### src/rtl/sdr_trk_pkg.sv
package sdr_trk_pkg;

    typedef enum logic [3:0] {
        CMD_NOP  = 4'd0,
        CMD_ACT  = 4'd1,
        CMD_RD   = 4'd2,
        CMD_WR   = 4'd3,
        CMD_PRE  = 4'd4,
        CMD_REF  = 4'd5,
        CMD_SREF = 4'd6,
        CMD_LMR  = 4'd7,
        CMD_BST  = 4'd8
    } cmd_e;

    typedef enum logic [2:0] {
        PWR_NORMAL   = 3'd0,
        PWR_PRE_PD   = 3'd1,
        PWR_ACT_PD   = 3'd2,
        PWR_SUSPEND  = 3'd3,
        PWR_SELF_REF = 3'd4
    } pwr_e;

    typedef enum logic {
        BANK_IDLE = 1'b0,
        BANK_OPEN = 1'b1
    } bank_e;

endpackage

### src/rtl/sdr_cmd_decode.sv
module sdr_cmd_decode
    import sdr_trk_pkg::*;
(
    input  logic cke_i,
    input  logic awake_i,
    input  logic cs_n_i,
    input  logic ras_n_i,
    input  logic cas_n_i,
    input  logic we_n_i,
    output cmd_e cmd_o
);

    logic [2:0] strobes;
    assign strobes = {ras_n_i, cas_n_i, we_n_i};

    always_comb begin
        cmd_o = CMD_NOP;
        if (awake_i && !cs_n_i) begin
            if (cke_i) begin
                unique case (strobes)
                    3'b111: cmd_o = CMD_NOP;
                    3'b011: cmd_o = CMD_ACT;
                    3'b101: cmd_o = CMD_RD;
                    3'b100: cmd_o = CMD_WR;
                    3'b010: cmd_o = CMD_PRE;
                    3'b001: cmd_o = CMD_REF;
                    3'b000: cmd_o = CMD_LMR;
                    3'b110: cmd_o = CMD_BST;
                endcase
            end else if (strobes == 3'b001) begin
                cmd_o = CMD_SREF;
            end
        end
    end

endmodule

### src/rtl/sdr_bank_fsm.sv
module sdr_bank_fsm
    import sdr_trk_pkg::*;
(
    input  logic clk_i,
    input  logic rst_n_i,
    input  logic open_req_i,
    input  logic close_req_i,
    output logic open_o
);

    bank_e state_q, state_d;

    always_ff @(posedge clk_i) begin
        if (!rst_n_i) state_q <= BANK_IDLE;
        else          state_q <= state_d;
    end

    always_comb begin
        state_d = state_q;
        unique case (state_q)
            BANK_IDLE: if (open_req_i)  state_d = BANK_OPEN;
            BANK_OPEN: if (close_req_i) state_d = BANK_IDLE;
        endcase
    end

    assign open_o = (state_q == BANK_OPEN);

    AST_OPEN_FROM_REQ: assert property (@(posedge clk_i) disable iff (!rst_n_i)
        $rose(open_o) |-> $past(open_req_i));

    AST_CLOSE_FROM_REQ: assert property (@(posedge clk_i) disable iff (!rst_n_i)
        $fell(open_o) |-> ($past(close_req_i) || !$past(rst_n_i)));

endmodule

### src/rtl/sdr_power_fsm.sv
module sdr_power_fsm
    import sdr_trk_pkg::*;
(
    input  logic clk_i,
    input  logic rst_n_i,
    input  logic cke_i,
    input  logic sref_i,
    input  logic all_idle_i,
    input  logic burst_busy_i,
    output pwr_e mode_o
);

    pwr_e state_q, state_d;

    always_ff @(posedge clk_i) begin
        if (!rst_n_i) state_q <= PWR_NORMAL;
        else          state_q <= state_d;
    end

    always_comb begin
        state_d = state_q;
        unique case (state_q)
            PWR_NORMAL: begin
                if (!cke_i) begin
                    if (sref_i && all_idle_i) state_d = PWR_SELF_REF;
                    else if (burst_busy_i)    state_d = PWR_SUSPEND;
                    else if (!all_idle_i)     state_d = PWR_ACT_PD;
                    else                      state_d = PWR_PRE_PD;
                end
            end
            PWR_PRE_PD, PWR_ACT_PD, PWR_SUSPEND, PWR_SELF_REF: begin
                if (cke_i) state_d = PWR_NORMAL;
            end
            default: state_d = PWR_NORMAL;
        endcase
    end

    assign mode_o = state_q;

    AST_WAKE_ON_CKE: assert property (@(posedge clk_i) disable iff (!rst_n_i)
        (state_q != PWR_NORMAL && cke_i) |=> (state_q == PWR_NORMAL));

    AST_STAY_AWAKE: assert property (@(posedge clk_i) disable iff (!rst_n_i)
        (state_q == PWR_NORMAL && cke_i) |=> (state_q == PWR_NORMAL));

    AST_SREF_IDLE: assert property (@(posedge clk_i) disable iff (!rst_n_i)
        (state_q == PWR_SELF_REF) |-> all_idle_i);

endmodule

### src/rtl/sdram_cmd_tracker.sv
module sdram_cmd_tracker
    import sdr_trk_pkg::*;
#(
    parameter int BA_W      = 2,
    parameter int ROW_W     = 12,
    parameter int COL_W     = 9,
    parameter int AP_BIT    = 10,
    parameter int BURST_LEN = 4
) (
    input  logic                 clk,
    input  logic                 rst_n,
    input  logic                 cke,
    input  logic                 cs_n,
    input  logic                 ras_n,
    input  logic                 cas_n,
    input  logic                 we_n,
    input  logic [BA_W-1:0]      ba,
    input  logic [ROW_W-1:0]     addr,
    input  logic                 dqm,
    output logic [3:0]           cmd_o,
    output logic [BA_W-1:0]      bank_o,
    output logic [ROW_W-1:0]     row_o,
    output logic [COL_W-1:0]     col_o,
    output logic                 auto_pre_o,
    output logic [BA_W+ROW_W-1:0] opcode_o,
    output logic [(1<<BA_W)-1:0] bank_open_o,
    output logic [2:0]           power_o,
    output logic                 proto_err_o,
    output logic                 rd_oe_o,
    output logic                 wr_mask_o
);

    localparam int NBANK = 1 << BA_W;
    localparam int OPC_W = BA_W + ROW_W;
    localparam int CNT_W = $clog2(BURST_LEN + 1);
    localparam logic [CNT_W-1:0] CNT_FULL = CNT_W'(BURST_LEN);
    localparam logic [CNT_W-1:0] CNT_ONE  = CNT_W'(1);

    pwr_e              pwr_q;
    cmd_e              cmd;
    cmd_e              cmd_q;
    logic              awake, tick;
    logic [NBANK-1:0]  sel_oh, act_vec, pre_vec, ap_vec;
    logic              tgt_open, rw_cmd, rw_ok, act_ok, err_d;
    logic [CNT_W-1:0]  left_q, left_d;
    logic              rd_q, rd_d, ap_q, ap_d;
    logic [BA_W-1:0]   apb_q, apb_d;
    logic              busy, last_beat, interrupt, ap_fire;
    logic              dqm_q1, dqm_q2;

    assign awake = (pwr_q == PWR_NORMAL);
    assign tick  = cke && awake;

    sdr_cmd_decode u_dec (
        .cke_i   (cke),
        .awake_i (awake),
        .cs_n_i  (cs_n),
        .ras_n_i (ras_n),
        .cas_n_i (cas_n),
        .we_n_i  (we_n),
        .cmd_o   (cmd)
    );

    assign sel_oh    = NBANK'(1) << ba;
    assign tgt_open  = bank_open_o[ba];
    assign rw_cmd    = (cmd == CMD_RD) || (cmd == CMD_WR);
    assign rw_ok     = rw_cmd && tgt_open;
    assign act_ok    = (cmd == CMD_ACT) && !tgt_open;
    assign err_d     = (rw_cmd && !tgt_open) || ((cmd == CMD_ACT) && tgt_open)
                     || ((cmd == CMD_SREF) && (|bank_open_o));

    assign busy      = (left_q != '0);
    assign last_beat = tick && (left_q == CNT_ONE);
    assign interrupt = rw_ok || (cmd == CMD_BST) || (cmd == CMD_PRE);
    assign ap_fire   = ap_q && (last_beat || interrupt);

    assign act_vec = act_ok ? sel_oh : '0;
    assign pre_vec = (cmd == CMD_PRE) ? (addr[AP_BIT] ? '1 : sel_oh) : '0;
    assign ap_vec  = ap_fire ? (NBANK'(1) << apb_q) : '0;

    for (genvar g = 0; g < NBANK; g++) begin : g_bank
        sdr_bank_fsm u_bank (
            .clk_i       (clk),
            .rst_n_i     (rst_n),
            .open_req_i  (act_vec[g]),
            .close_req_i (pre_vec[g] | ap_vec[g]),
            .open_o      (bank_open_o[g])
        );
    end

    sdr_power_fsm u_pwr (
        .clk_i        (clk),
        .rst_n_i      (rst_n),
        .cke_i        (cke),
        .sref_i       (cmd == CMD_SREF),
        .all_idle_i   (bank_open_o == '0),
        .burst_busy_i (busy),
        .mode_o       (pwr_q)
    );

    // burst tracker next state
    always_comb begin
        left_d = left_q;
        rd_d   = rd_q;
        ap_d   = ap_q;
        apb_d  = apb_q;
        if (rw_ok) begin
            left_d = CNT_FULL;
            rd_d   = (cmd == CMD_RD);
            ap_d   = addr[AP_BIT];
            apb_d  = ba;
        end else if ((cmd == CMD_BST) || (cmd == CMD_PRE)) begin
            left_d = '0;
            ap_d   = 1'b0;
        end else if (tick && busy) begin
            left_d = left_q - CNT_ONE;
            if (left_q == CNT_ONE) ap_d = 1'b0;
        end
    end

    assign wr_mask_o = dqm && ((rw_ok && (cmd == CMD_WR))
                     || (tick && busy && !rd_q && (left_q > CNT_ONE)));

    always_ff @(posedge clk) begin
        if (!rst_n) begin
            cmd_q       <= CMD_NOP;
            bank_o      <= '0;
            row_o       <= '0;
            col_o       <= '0;
            auto_pre_o  <= 1'b0;
            opcode_o    <= '0;
            proto_err_o <= 1'b0;
            rd_oe_o     <= 1'b0;
            dqm_q1      <= 1'b0;
            dqm_q2      <= 1'b0;
            left_q      <= '0;
            rd_q        <= 1'b0;
            ap_q        <= 1'b0;
            apb_q       <= '0;
        end else begin
            cmd_q       <= cmd;
            proto_err_o <= err_d;
            left_q      <= left_d;
            rd_q        <= rd_d;
            ap_q        <= ap_d;
            apb_q       <= apb_d;
            if ((cmd == CMD_ACT) || rw_cmd || (cmd == CMD_PRE)) bank_o <= ba;
            if (act_ok) row_o <= addr;
            if (rw_ok) begin
                col_o      <= addr[COL_W-1:0];
                auto_pre_o <= addr[AP_BIT];
            end
            if (cmd == CMD_LMR) opcode_o <= {ba, addr};
            if (tick) begin
                dqm_q1 <= dqm;
                dqm_q2 <= dqm_q1;
            end
            rd_oe_o <= (left_d != '0) && rd_d && !dqm_q2;
        end
    end

    assign cmd_o   = cmd_q;
    assign power_o = pwr_q;

    AST_CS_HOLDS_BANKS: assert property (@(posedge clk) disable iff (!rst_n)
        (cs_n && !ap_q) |=> $stable(bank_open_o));

    AST_ROW_ONLY_ON_ACT: assert property (@(posedge clk) disable iff (!rst_n)
        (cmd != CMD_ACT) |=> $stable(row_o));

    AST_NO_OE_IN_WRITE: assert property (@(posedge clk) disable iff (!rst_n)
        (busy && !rd_q) |-> !rd_oe_o);

    AST_ERR_HAS_CAUSE: assert property (@(posedge clk) disable iff (!rst_n)
        proto_err_o |-> ($past(cmd) != CMD_NOP));

endmodule

### config.mk
export PLATFORM = sky130hd
export DESIGN_NAME = sdram_cmd_tracker
export DESIGN_NICKNAME = d
export VERILOG_FILES = /design/src/rtl/sdr_trk_pkg.sv /design/src/rtl/sdr_cmd_decode.sv /design/src/rtl/sdr_bank_fsm.sv /design/src/rtl/sdr_power_fsm.sv /design/src/rtl/sdram_cmd_tracker.sv
export SDC_FILE = /design/constraint.sdc
export NUM_CORES = 1
export LEC_CHECK = 0
export BUFFER_PORTS_ARGS = -buffer_cell sky130_fd_sc_hd__clkbuf_2
export CAP_MARGIN = 20
export CORE_ASPECT_RATIO = 0.75
export CORE_MARGIN = 4
export CORE_UTILIZATION = 35
export CTS_CLUSTER_DIAMETER = 80
export CTS_CLUSTER_SIZE = 20
export DETAILED_ROUTE_END_ITERATION = 8
export GPL_TIMING_DRIVEN = 0
export HOLD_SLACK_MARGIN = 0.05
export PLACE_DENSITY = 0.56
export SYNTH_ARGS = -nofsm -noshare
export SYNTH_HDL_FRONTEND = slang
export SYNTH_SLANG_ARGS = --single-unit
### constraint.sdc
create_clock -name clk -period 4.6 [get_ports clk]
set_input_delay 0.46 -clock clk [delete_from_list [all_inputs] [get_ports clk]]
set_output_delay 0.46 -clock clk [all_outputs]
set_load 0.02 [all_outputs]
# Yosys cells after proc, flatten, opt, wreduce, memory -nomap -nowiden
# Memories as Yosys holds them, arrays and structs flattened.
# Cells that the tools add are included.
# W data, S select, Z words.
[totals] ff_bits=60 latch_bits=0 ramBits=0 romBits=32 inputBits=22 out_inout_bits=52 elab_cells=124 n_memories=1
[classes] n_addsub=1 multipliers=0 div=0 n_lt_le_gt_ge=2 n_eq_ne=15 n_shift=2 mux=35 bitwise_logic=8 n_reduce_logical=41
[mem_list] name="(no name shown)" depth=8 width=4 read_ports=1 rd_ports_with_merged_regs=0 wr=0 line_no="sdr_cmd_decode.sv:20" rtl="unique case (strobes)"
[op_table] op="$mux W3" n=8
[op_table] op="$mux W4" n=6
[op_table] op="$logic_and A1 B1 Y1" n=17
[op_table] op="$mux W1" n=14
[op_table] op="$eq A4 B3 Y1 const B" n=3
[op_table] op="$reduce_bool A3 Y1" n=4
[op_table] op="$logic_or A1 B1 Y1" n=10
[op_table] op="$eq A3 B1 Y1 const B" n=3
[op_table] op="$eq A4 B2 Y1 const B" n=2
[op_table] op="$pmux W1 S2" n=4
[op_table] op="$reduce_or A4 Y1" n=2
[op_table] op="$shl A1 B2 Y4 const A" n=2
[op_table] op="$eq A3 B2 Y1 const B" n=2
[op_table] op="$pmux W3 S2" n=1
[op_table] op="$eq A4 B1 Y1 const B" n=1
[op_table] op="$eq A4 B4 Y1 const B" n=1
[op_table] op="$logic_not A1 Y1" n=4
[op_table] op="$logic_not A4 Y1" n=1
[op_table] op="$ne A2 B2 Y1 const B" n=2
[op_table] op="$not A1 Y1" n=4
[op_table] op="$or A1 B1 Y1" n=4
[op_table] op="$reduce_and A2 Y1" n=2
[op_table] op="$eq A3 B3 Y1 const B" n=1
[op_table] op="$gt A3 B1 Y1 const B" n=1
[op_table] op="5 further kinds" n=5

# Longest topological paths before layout
# Gate-level depths: netlist of run 1.
[depth] depth_word=15 ltp_mapped=8 ltp_nobuf=7

# By module
# A second synthesis of run 1 with hierarchy kept.
[unflattened] cells_unflattened=295 area_unflattened_um2=2829.0
[by_module_without_submodules] mod="sdram_cmd_tracker" instances=1 cells_each=255 area_each_um2=2421.1 seq_area_each_um2=1061.0
[by_module_without_submodules] mod="sdr_bank_fsm" instances=4 cells_each=4 area_each_um2=51.3 seq_area_each_um2=20.0
[by_module_without_submodules] mod="sdr_power_fsm" instances=1 cells_each=13 area_each_um2=126.4 seq_area_each_um2=60.1
[by_module_without_submodules] mod="sdr_cmd_decode" instances=1 cells_each=11 area_each_um2=76.3 seq_area_each_um2=0.0

# Worst setup path before layout of run 1
# No wires, ideal clock.
[synth_path] kind="in2out" from="input port cas_n" to="output port wr_mask_o" arrival_ns=1.815 required_time_ns=4.140 path_slack_ns=2.325 cell_stages=6 path_buffers=1 cell_sequence="buf_2 or3b_2 o22ai_2 nand2_4 nor3_1 o21a_1"
[synth_via] elab_chain_len=10 word_cells_on_any_way=12 cone_classes="3 x eq/ne; 3 x mux; 5 x reduce/logical; 1 x memory"
[synth_rtl] item="start: declaration" line_no="sdram_cmd_tracker.sv:15" rtl="input logic cas_n,"
[synth_rtl] item="parallel branches: the longest is 2 deep, another holds $mem_v2 Z8 W4"
[synth_rtl] item="$mux W4 *" line_no="sdr_cmd_decode.sv:19" rtl="if (cke_i) begin"
[synth_rtl] item="$mux W4 *" line_no="sdr_cmd_decode.sv:18" rtl="if (awake_i && !cs_n_i) begin"
[synth_rtl] item="$eq A4 B2 Y1, on equally long branches" line_no="sdram_cmd_tracker.sv:66, sdram_cmd_tracker.sv:121"
[synth_rtl] item="$logic_or A1 B1 Y1" line_no="sdram_cmd_tracker.sv:66" rtl="assign rw_cmd = (cmd == CMD_RD) || (cmd == CMD_WR);"
[synth_rtl] item="$logic_and A1 B1 Y1" line_no="sdram_cmd_tracker.sv:67" rtl="assign rw_ok = rw_cmd && tgt_open;"
[synth_rtl] item="$logic_and A1 B1 Y1 *" line_no="sdram_cmd_tracker.sv:121" rtl="assign wr_mask_o = dqm && ((rw_ok && (cmd == CMD_WR))"
[synth_rtl] item="$logic_or A1 B1 Y1 *" line_no="sdram_cmd_tracker.sv:122" rtl="|| (tick && busy && !rd_q && (left_q > CNT_ONE)));"
[synth_rtl] item="$logic_and A1 B1 Y1 *" line_no="sdram_cmd_tracker.sv:121"
[synth_rtl] item="end: declaration" line_no="sdram_cmd_tracker.sv:30" rtl="output logic wr_mask_o"
# Every way passes the cells marked *.

# Worst setup path in the final report of run 1
[layout_path] from="register u_pwr.state_q[2] (netlist: u_pwr.mode_o[2])" to="output port wr_mask_o"
[layout_via] elab_chain_len=9 word_cells_on_any_way=14 cone_classes="2 x eq/ne; 1 x mux; 11 x reduce/logical"
[layout_rtl] item="start: declaration" line_no="sdr_power_fsm.sv:13" rtl="pwr_e state_q, state_d;"
[layout_rtl] item="start signal: assignment" line_no="sdr_power_fsm.sv:17" rtl="else state_q <= state_d;"
[layout_rtl] item="$logic_not A3 Y1 *" line_no="sdram_cmd_tracker.sv:51" rtl="assign awake = (pwr_q == PWR_NORMAL);"
[layout_rtl] item="$logic_and A1 B1 Y1" line_no="sdr_cmd_decode.sv:18"
[layout_rtl] item="$mux W4" line_no="sdr_cmd_decode.sv:18"
[layout_rtl] item="$eq A4 B2 Y1, on equally long branches" line_no="sdram_cmd_tracker.sv:66, sdram_cmd_tracker.sv:121"
[layout_rtl] item="$logic_or A1 B1 Y1" line_no="sdram_cmd_tracker.sv:66"
[layout_rtl] item="$logic_and A1 B1 Y1" line_no="sdram_cmd_tracker.sv:67"
[layout_rtl] item="$logic_and A1 B1 Y1" line_no="sdram_cmd_tracker.sv:121"
[layout_rtl] item="$logic_or A1 B1 Y1 *" line_no="sdram_cmd_tracker.sv:122"
[layout_rtl] item="$logic_and A1 B1 Y1 *" line_no="sdram_cmd_tracker.sv:121"
# Every way passes the cells marked *; elsewhere a longest branch is shown, timed or not.

==> results.yml, run 1 <==
synthesis:
  syn-num-nets: 309
  synth_xor_area_share_pct: 0.659
  post_synth_mux_area_share_pct: 15.8
  synth_ff_type: "dfxtp_1"
  synth_fa_ha_area_share_pct: 1.41
  synth_compound_area_share_pct: 9.47
  yosys_warnings: 0
  async_flop_share_pct: 0
  synthSimpleGateAreaFrac_pct: 22.5
  syn_avg_cell_area_um2: 9.35
  synth-seq-area-share_pct: 45.2
  synthCells: 284
  synth_cell_types: 48
  ys_ff_latch: 60
  syn-cell-area_um2: 2660
  synth-edff-count: 0
  synth_top_family_by_area: "simple AND/OR/NAND/NOR gates"
placed_design:
  dp_hpwl_mm: 5.20
  gp_congestion: 0.828
  place.port_buffers: 70
worst_setup_path:
  crit_path_max_fanout: 9
  endpoint_kind: "output pin"
  rrSetupSlack_ns: 2.53
  crit_arrival_ns: 2.22
  critPathLaunchType: "flip-flop"
  rr_worst_depth: 6
  cp.required_ns: 4.14
  path_class: "flip-flop to output pin"
cells_and_area:
  insertedDiodeCount: 0
  drive_gt1_share_pct: 28.9
  fin_util_pct: 44.9
  nets: 390
  fillCellCount: 783
  area_growth_pct: 24.5
timing:
  fin_crit_ns: 2.68
  fmax_mhz: 372
  final.setup.tns_ns: 0
  slew_viol_final: 0
  rsz0062_at_grt: "false"
  hold_viol_final: 0
  worst_pin_slew_ns: 0.663
  fin_crit_sh_pct: 58.4
  finalClockSkew_ns: 0.00879
  slew_headroom_pct: 55.6
  finalSetupViolCount: 0
status:
  outcome: "finished, final reports clean"
power_and_ir_drop:
  cellPowerDensity_nw_per_um2: 332
  ir_drop_mv: 0.137
  p_leak_nw: 1.46
  fin_total_pwr_w: 0.00110
clocking:
  ctsRootBufferMaster: "clkbuf_8"
  cts_setup_buffers: 0
  ctsResizeCount: 0
  cts_tree: "yes"
  clk_latency_ns: 0.34
  cts.path.max_buffers: 2
  cts_htree_levels: 3
  cts-buffers-inserted: 9
  holdBufCountCts: 0
  cts_sinks: 60
  clk_pin_slew_ns: 0.07
grt:
  antenna_found_initial: 0
  grt.overflow.total: 0
  grt_max_degree: 13
  grt_pass1_wl_mm: 11.4
  grt_usage_pct: 16.3
  first_global_vias: 2182
floorplan:
  start_util_pct: 36.1
  die_x_um: 109
  die_y_um: 83.4
  core_area_um2: 7360
  num_rows: 27
  ios: 74
  dieArea_um2: 9060
detailed_routing:
  routed-wl-met3_um: 422
  wl_per_cell_um: 14.9
  num_vias: 2265
  drc_errors: 0
  met2RoutedLength_mm: 3.12
  drt_first_pass_iters: 4
  wl_met1_mm: 3.39
  first_iter_violations: 93
  ant_nets: 0
  highest_layer: "met4"
  routed_via_density: 4.81
  routed_wl_mm: 7.00
min_path:
  min_path_cells: 2
  min_path_type: "primary input to flip-flop"
job:
  drv_cap: 0
==> synth_stat cells, drive strengths merged (2+ instances only) <==
| master | n | area share, % |
|---|---|---|
| or3 | 5 | 1.4 |
| mux2i | 42 | 16 |
| nor2 | 51 | 7.8 |
| and3 | 3 | 0.71 |
| nand3 | 4 | 0.75 |
| dfxtp | 60 | 45 |
| a21oi | 17 | 3.2 |
| nor4b | 2 | 1.2 |
| o22ai | 3 | 0.94 |
| inv | 6 | 0.85 |
| nand2 | 18 | 2.8 |
| clkbuf | 8 | 1.1 |
| ha | 3 | 1.4 |
| o21ai | 6 | 1.1 |
| nor3b | 3 | 1.0 |
| nor2b | 5 | 1.2 |
| nand2b | 7 | 1.7 |
| buf | 11 | 3.0 |
| nor3 | 8 | 1.7 |
| o211ai | 5 | 1.4 |
==> routing by layer <==
metal / vias up / track usage, %
met4: 0 / 5.16
met5: - / 0
met2: 60 / 23.9
li1: 1145 / -
met3: 7 / 5.75
met1: 1053 / 22.1
==> registers in the layout (all words and copies together), names as in the netlist, 2 cells and up <==
signal / count
g_bank.u_bank.open_o: 4
cmd_o: 4
bank_o: 2
left_q: 3
opcode_o: 14
apb_q: 2
u_pwr.mode_o: 3
row_o: 12
col_o: 9
==> cell usage in the layout (no fill, tap or decap), types with 6 or more instances in the layout <==
| master | synthesis | routed |
|---|---|---|
| clkbuf_8 | 0 | 9 |
| nand2b_1 | 6 | 6 |
| inv_1 | 6 | 6 |
| buf_4 | 7 | 7 |
| mux2i_1 | 42 | 42 |
| clkbuf_2 | 0 | 70 |
| clkbuf_1 | 8 | 8 |
| nor2_1 | 50 | 50 |
| dfxtp_1 | 60 | 60 |
| nand2_1 | 17 | 17 |
| nor3_1 | 7 | 7 |
| a21oi_1 | 17 | 17 |
==> where the power goes <==
group / internal [W] / switching (W)
registers: 0.000530 / 0.0000113
clock network: 0.000197 / 0.000223
logic: 0.0000533 / 0.0000859
total: 0.000780 / 0.000320
==> worst paths after layout <==
kind	endpoint	from
setup reg to reg	row_o[3]	u_pwr.mode_o[2]
hold reg to reg	dqm_q1	dqm_q1
setup / recovery	wr_mask_o	u_pwr.mode_o[2]
hold / removal	u_pwr.mode_o[1]	cke
==> critical path: stages, from the launching register on <==
cell      delay [ns]
dfxtp_1         0.38
or4b_1          0.52
buf_2           0.19
nor2_8          0.18
nand2_4         0.10
nor3_1          0.21
o21a_1          0.14
clkbuf_2        0.16
==> layout make-up <==
type,instances,area [um^2],area share [%]
clock inverters,7,51.3,1.55
well taps,101,126,3.82
repair buffers,70,350,10.6
flip-flops and latches,60,1200,36.3
plain buffers,19,109,3.29
clock buffers,9,124,3.74
inverters,6,22.5,0.681
multi-input cells,199,1320,40.0
==> cells by family (layout without fill, tap and decap cells) <==
kind of cell	Yosys count	after routing
AO/OA/AOI/OAI	39	39
XOR/XNOR	2	2
adder cells (fa/ha/maj)	3	3
buffers and inverters	25	111
flip-flops	60	60
multiplexers	42	42
AND/OR/NAND/NOR	113	113
==> stage by stage <==
stage,std cells,worst slack [ns],hold WS (ns),cell area [um^2]
finish,471,1.92,0.354,3310
global placement,455,2.03,0.446,3130
global route,471,1.76,0.345,3310
floorplan,284,2.32,0.421,2660
detailed placement,455,2.00,0.452,3130
CTS,471,1.89,0.335,3310
No activity file was read; power rests on OpenSTA's default activity.
==> run 2, diff against run 1 <==
--- a/config.mk
+++ b/config.mk
@@ -15,7 +15,7 @@
 export DETAILED_ROUTE_END_ITERATION = 8
 export GPL_TIMING_DRIVEN = 0
 export HOLD_SLACK_MARGIN = 0.05
-export PLACE_DENSITY = 0.56
+export PLACE_DENSITY = 0.58
 export SYNTH_ARGS = -nofsm -noshare
 export SYNTH_HDL_FRONTEND = slang
 export SYNTH_SLANG_ARGS = --single-unit
==> constraint.sdc (replaced) <==
create_clock -name clk -period 2.3 [get_ports clk]
set_input_delay 0.23 -clock clk [delete_from_list [all_inputs] [get_ports clk]]
set_output_delay 0.23 -clock clk [all_outputs]
set_load 0.02 [all_outputs]
==> results.yml, run 2 (same netlist as run 1, synthesis figures left out) <==
status:
  outcome: "finished, final reports clean"
worst_setup_path:
  worstPathCellList: "or4b_4 > buf_6 > nor2_8 > nand2_4 > nor3_4 > o21a_1 > clkbuf_8"
  crit_path_max_fanout: 6
  critical_path.max_stage_delay_ns: 0.54
  endpoint_kind: "output pin"
  rrSetupSlack_ns: 0.22
  critPathLaunchType: "flip-flop"
  rr_worst_depth: 6
  path_class: "flip-flop to output pin"
  critPathBufInv: 2
  cpLargestDelayFamily: "simple AND/OR/NAND/NOR gates"
  cpMaxStageDelayCell: "or4b_4"
  cp.required_ns: 2.07
  timing.rr.start: "u_pwr.mode_o[2]"
  crit_arrival_ns: 1.98
  timing.rr.end: "row_o[7]"
power_and_ir_drop:
  cellPowerDensity_nw_per_um2: 683
  p_leak_nw: 1.50
  ir_drop_mv: 0.259
grt:
  antenna_found_initial: 0
  first_global_vias: 2282
  grt_usage_pct: 16.6
  grt_pass1_wl_mm: 11.7
  grt.overflow.total: 0
  grt_max_degree: 13
cells_and_area:
  largest_register: "opcode_o"
  fillCellCount: 736
  drive_gt1_share_pct: 31.7
  final_common_cell: "clkbuf_2"
  fin_util_pct: 46.2
  nets: 392
  largest_register_ffs: 14
  reg_top3: "opcode_o: 14 flops, row_o: 12 flops, col_o: 9 flops"
  insertedDiodeCount: 0
  final_cell_mix: "69 x clkbuf_2, 56 x dfxtp_1, 50 x nor2_1"
  area_growth_pct: 28.1
floorplan:
  die_y_um: 83.4
  die_x_um: 109
  dieArea_um2: 9060
  start_util_pct: 36.1
  num_rows: 27
  core_area_um2: 7360
  ios: 74
clocking:
  cts_htree_levels: 3
  cts_tree: "yes"
  cts.path.max_buffers: 2
  ctsRootBufferMaster: "clkbuf_8"
  holdBufCountCts: 0
  clk_latency_ns: 0.34
  clk_pin_slew_ns: 0.07
  cts_sinks: 60
  cts-buffers-inserted: 9
job:
  drv_cap: 0
timing:
  timing.hold.ws_ns: 0.119
  fin_crit_sh_pct: 96.0
  slew_viol_final: 0
  hold_viol_final: 0
  fin_crit_ns: 2.21
  slew_headroom_pct: 60.9
  worst_pin_slew_ns: 0.586
  finalClockSkew_ns: 0.0113
  rsz0062_at_grt: "true"
  finalSetupViolCount: 0
  fmax_mhz: 453
detailed_routing:
  drt_first_pass_iters: 4
  ant_nets: 0
  first_iter_violations: 105
  drc_errors: 0
  wl_per_cell_um: 14.9
  routed_wl_mm: 7.07
  routed_via_density: 4.84
  num_vias: 2288
placed_design:
  place.port_buffers: 70
  gp_congestion: 0.800
  dp_hpwl_mm: 5.20
min_path:
  min_path_cells: 2
  min_path_type: "primary input to flip-flop"
  hold_end: "u_pwr.mode_o[0]"
  hp-start: "cke"
-- run 2: cell types whose count changed in the layout (fill, tap and decap cells not counted), moves of 2 or more --
cell and delta:
dfxtp_1 -4, dfxtp_2 +3, nor3_1 -2, buf_4 +3
-- run 2: worst register-to-register path: stages (launching register included) --
cell	delay [ns]
dfxtp_4	0.37
nor4b_4	0.44
nand2b_2	0.19
nor3_2	0.37
buf_4	0.30
mux2i_1	0.22
nor2_1	0.05
-- run 2: metal layers --
metal	wire length [um]	vias up	GRT usage [%]	part of all wire, %
met5	0	-	0	0
met4	44	0	4.24	0.62
met3	458	2	6.37	6.5
met2	3090	61	24.0	44
met1	3470	1082	23.0	49
li1	-	1143	-	-
-- run 2: area by class of cell --
class,count,area [um^2],share of cell area (%)
Clock inverter,7,76.3,2.24
Inverter,6,22.5,0.662
Tap cell,101,126,3.71
Buffer,18,111,3.27
Multi-Input combinational cell,199,1350,39.7
Sequential cell,60,1210,35.5
Clock buffer,9,124,3.64
Timing Repair Buffer,73,382,11.2
-- run 2: where the power goes --
group          internal [W]  switching (W)  leakage, nW  total [W]
Combinational      0.000117       0.000176        0.919   0.000293
Clock              0.000505       0.000444       0.0958   0.000949
Sequential          0.00106      0.0000223        0.486    0.00108
Total               0.00168       0.000643         1.50    0.00233
-- run 2: worst max path at each step --
stage / startpoint / end / slack, ns / cells past startpoint
floorplan: u_pwr.mode_o[2] / wr_mask_o / 0.34 / 6
global route: u_pwr.mode_o[2] / wr_mask_o / -0.006 / 7
CTS: left_q[0] / wr_mask_o / 0.02 / 7
detailed placement: ba[1] / wr_mask_o / 0.14 / 8
global placement: ras_n / wr_mask_o / 0.20 / 7
finish: u_pwr.mode_o[2] / wr_mask_o / 0.09 / 7
-- run 2: timing repair --
item / CTS / global route
resized for setup: 11 / 4
pin swaps: 3 / 0
endpoints found under the setup margin: 1 / 2
buffers inserted: 3 / 0
-- run 2: stage by stage --
step | std cells | area (um^2) | setup slack (ns) | total power, W | TNS (ns)
2_1_floorplan | 284 | 2660 | 0.343 | 0.00129 | 0
3_3_place_gp | 455 | 3130 | 0.197 | 0.00138 | 0
3_5_place_dp | 455 | 3130 | 0.137 | 0.00138 | 0
4_1_cts | 473 | 3390 | 0.0234 | 0.00235 | 0
5_1_grt | 473 | 3400 | -0.00643 | 0.00245 | -0.00643
6_report | 473 | 3400 | 0.0914 | 0.00233 | 0
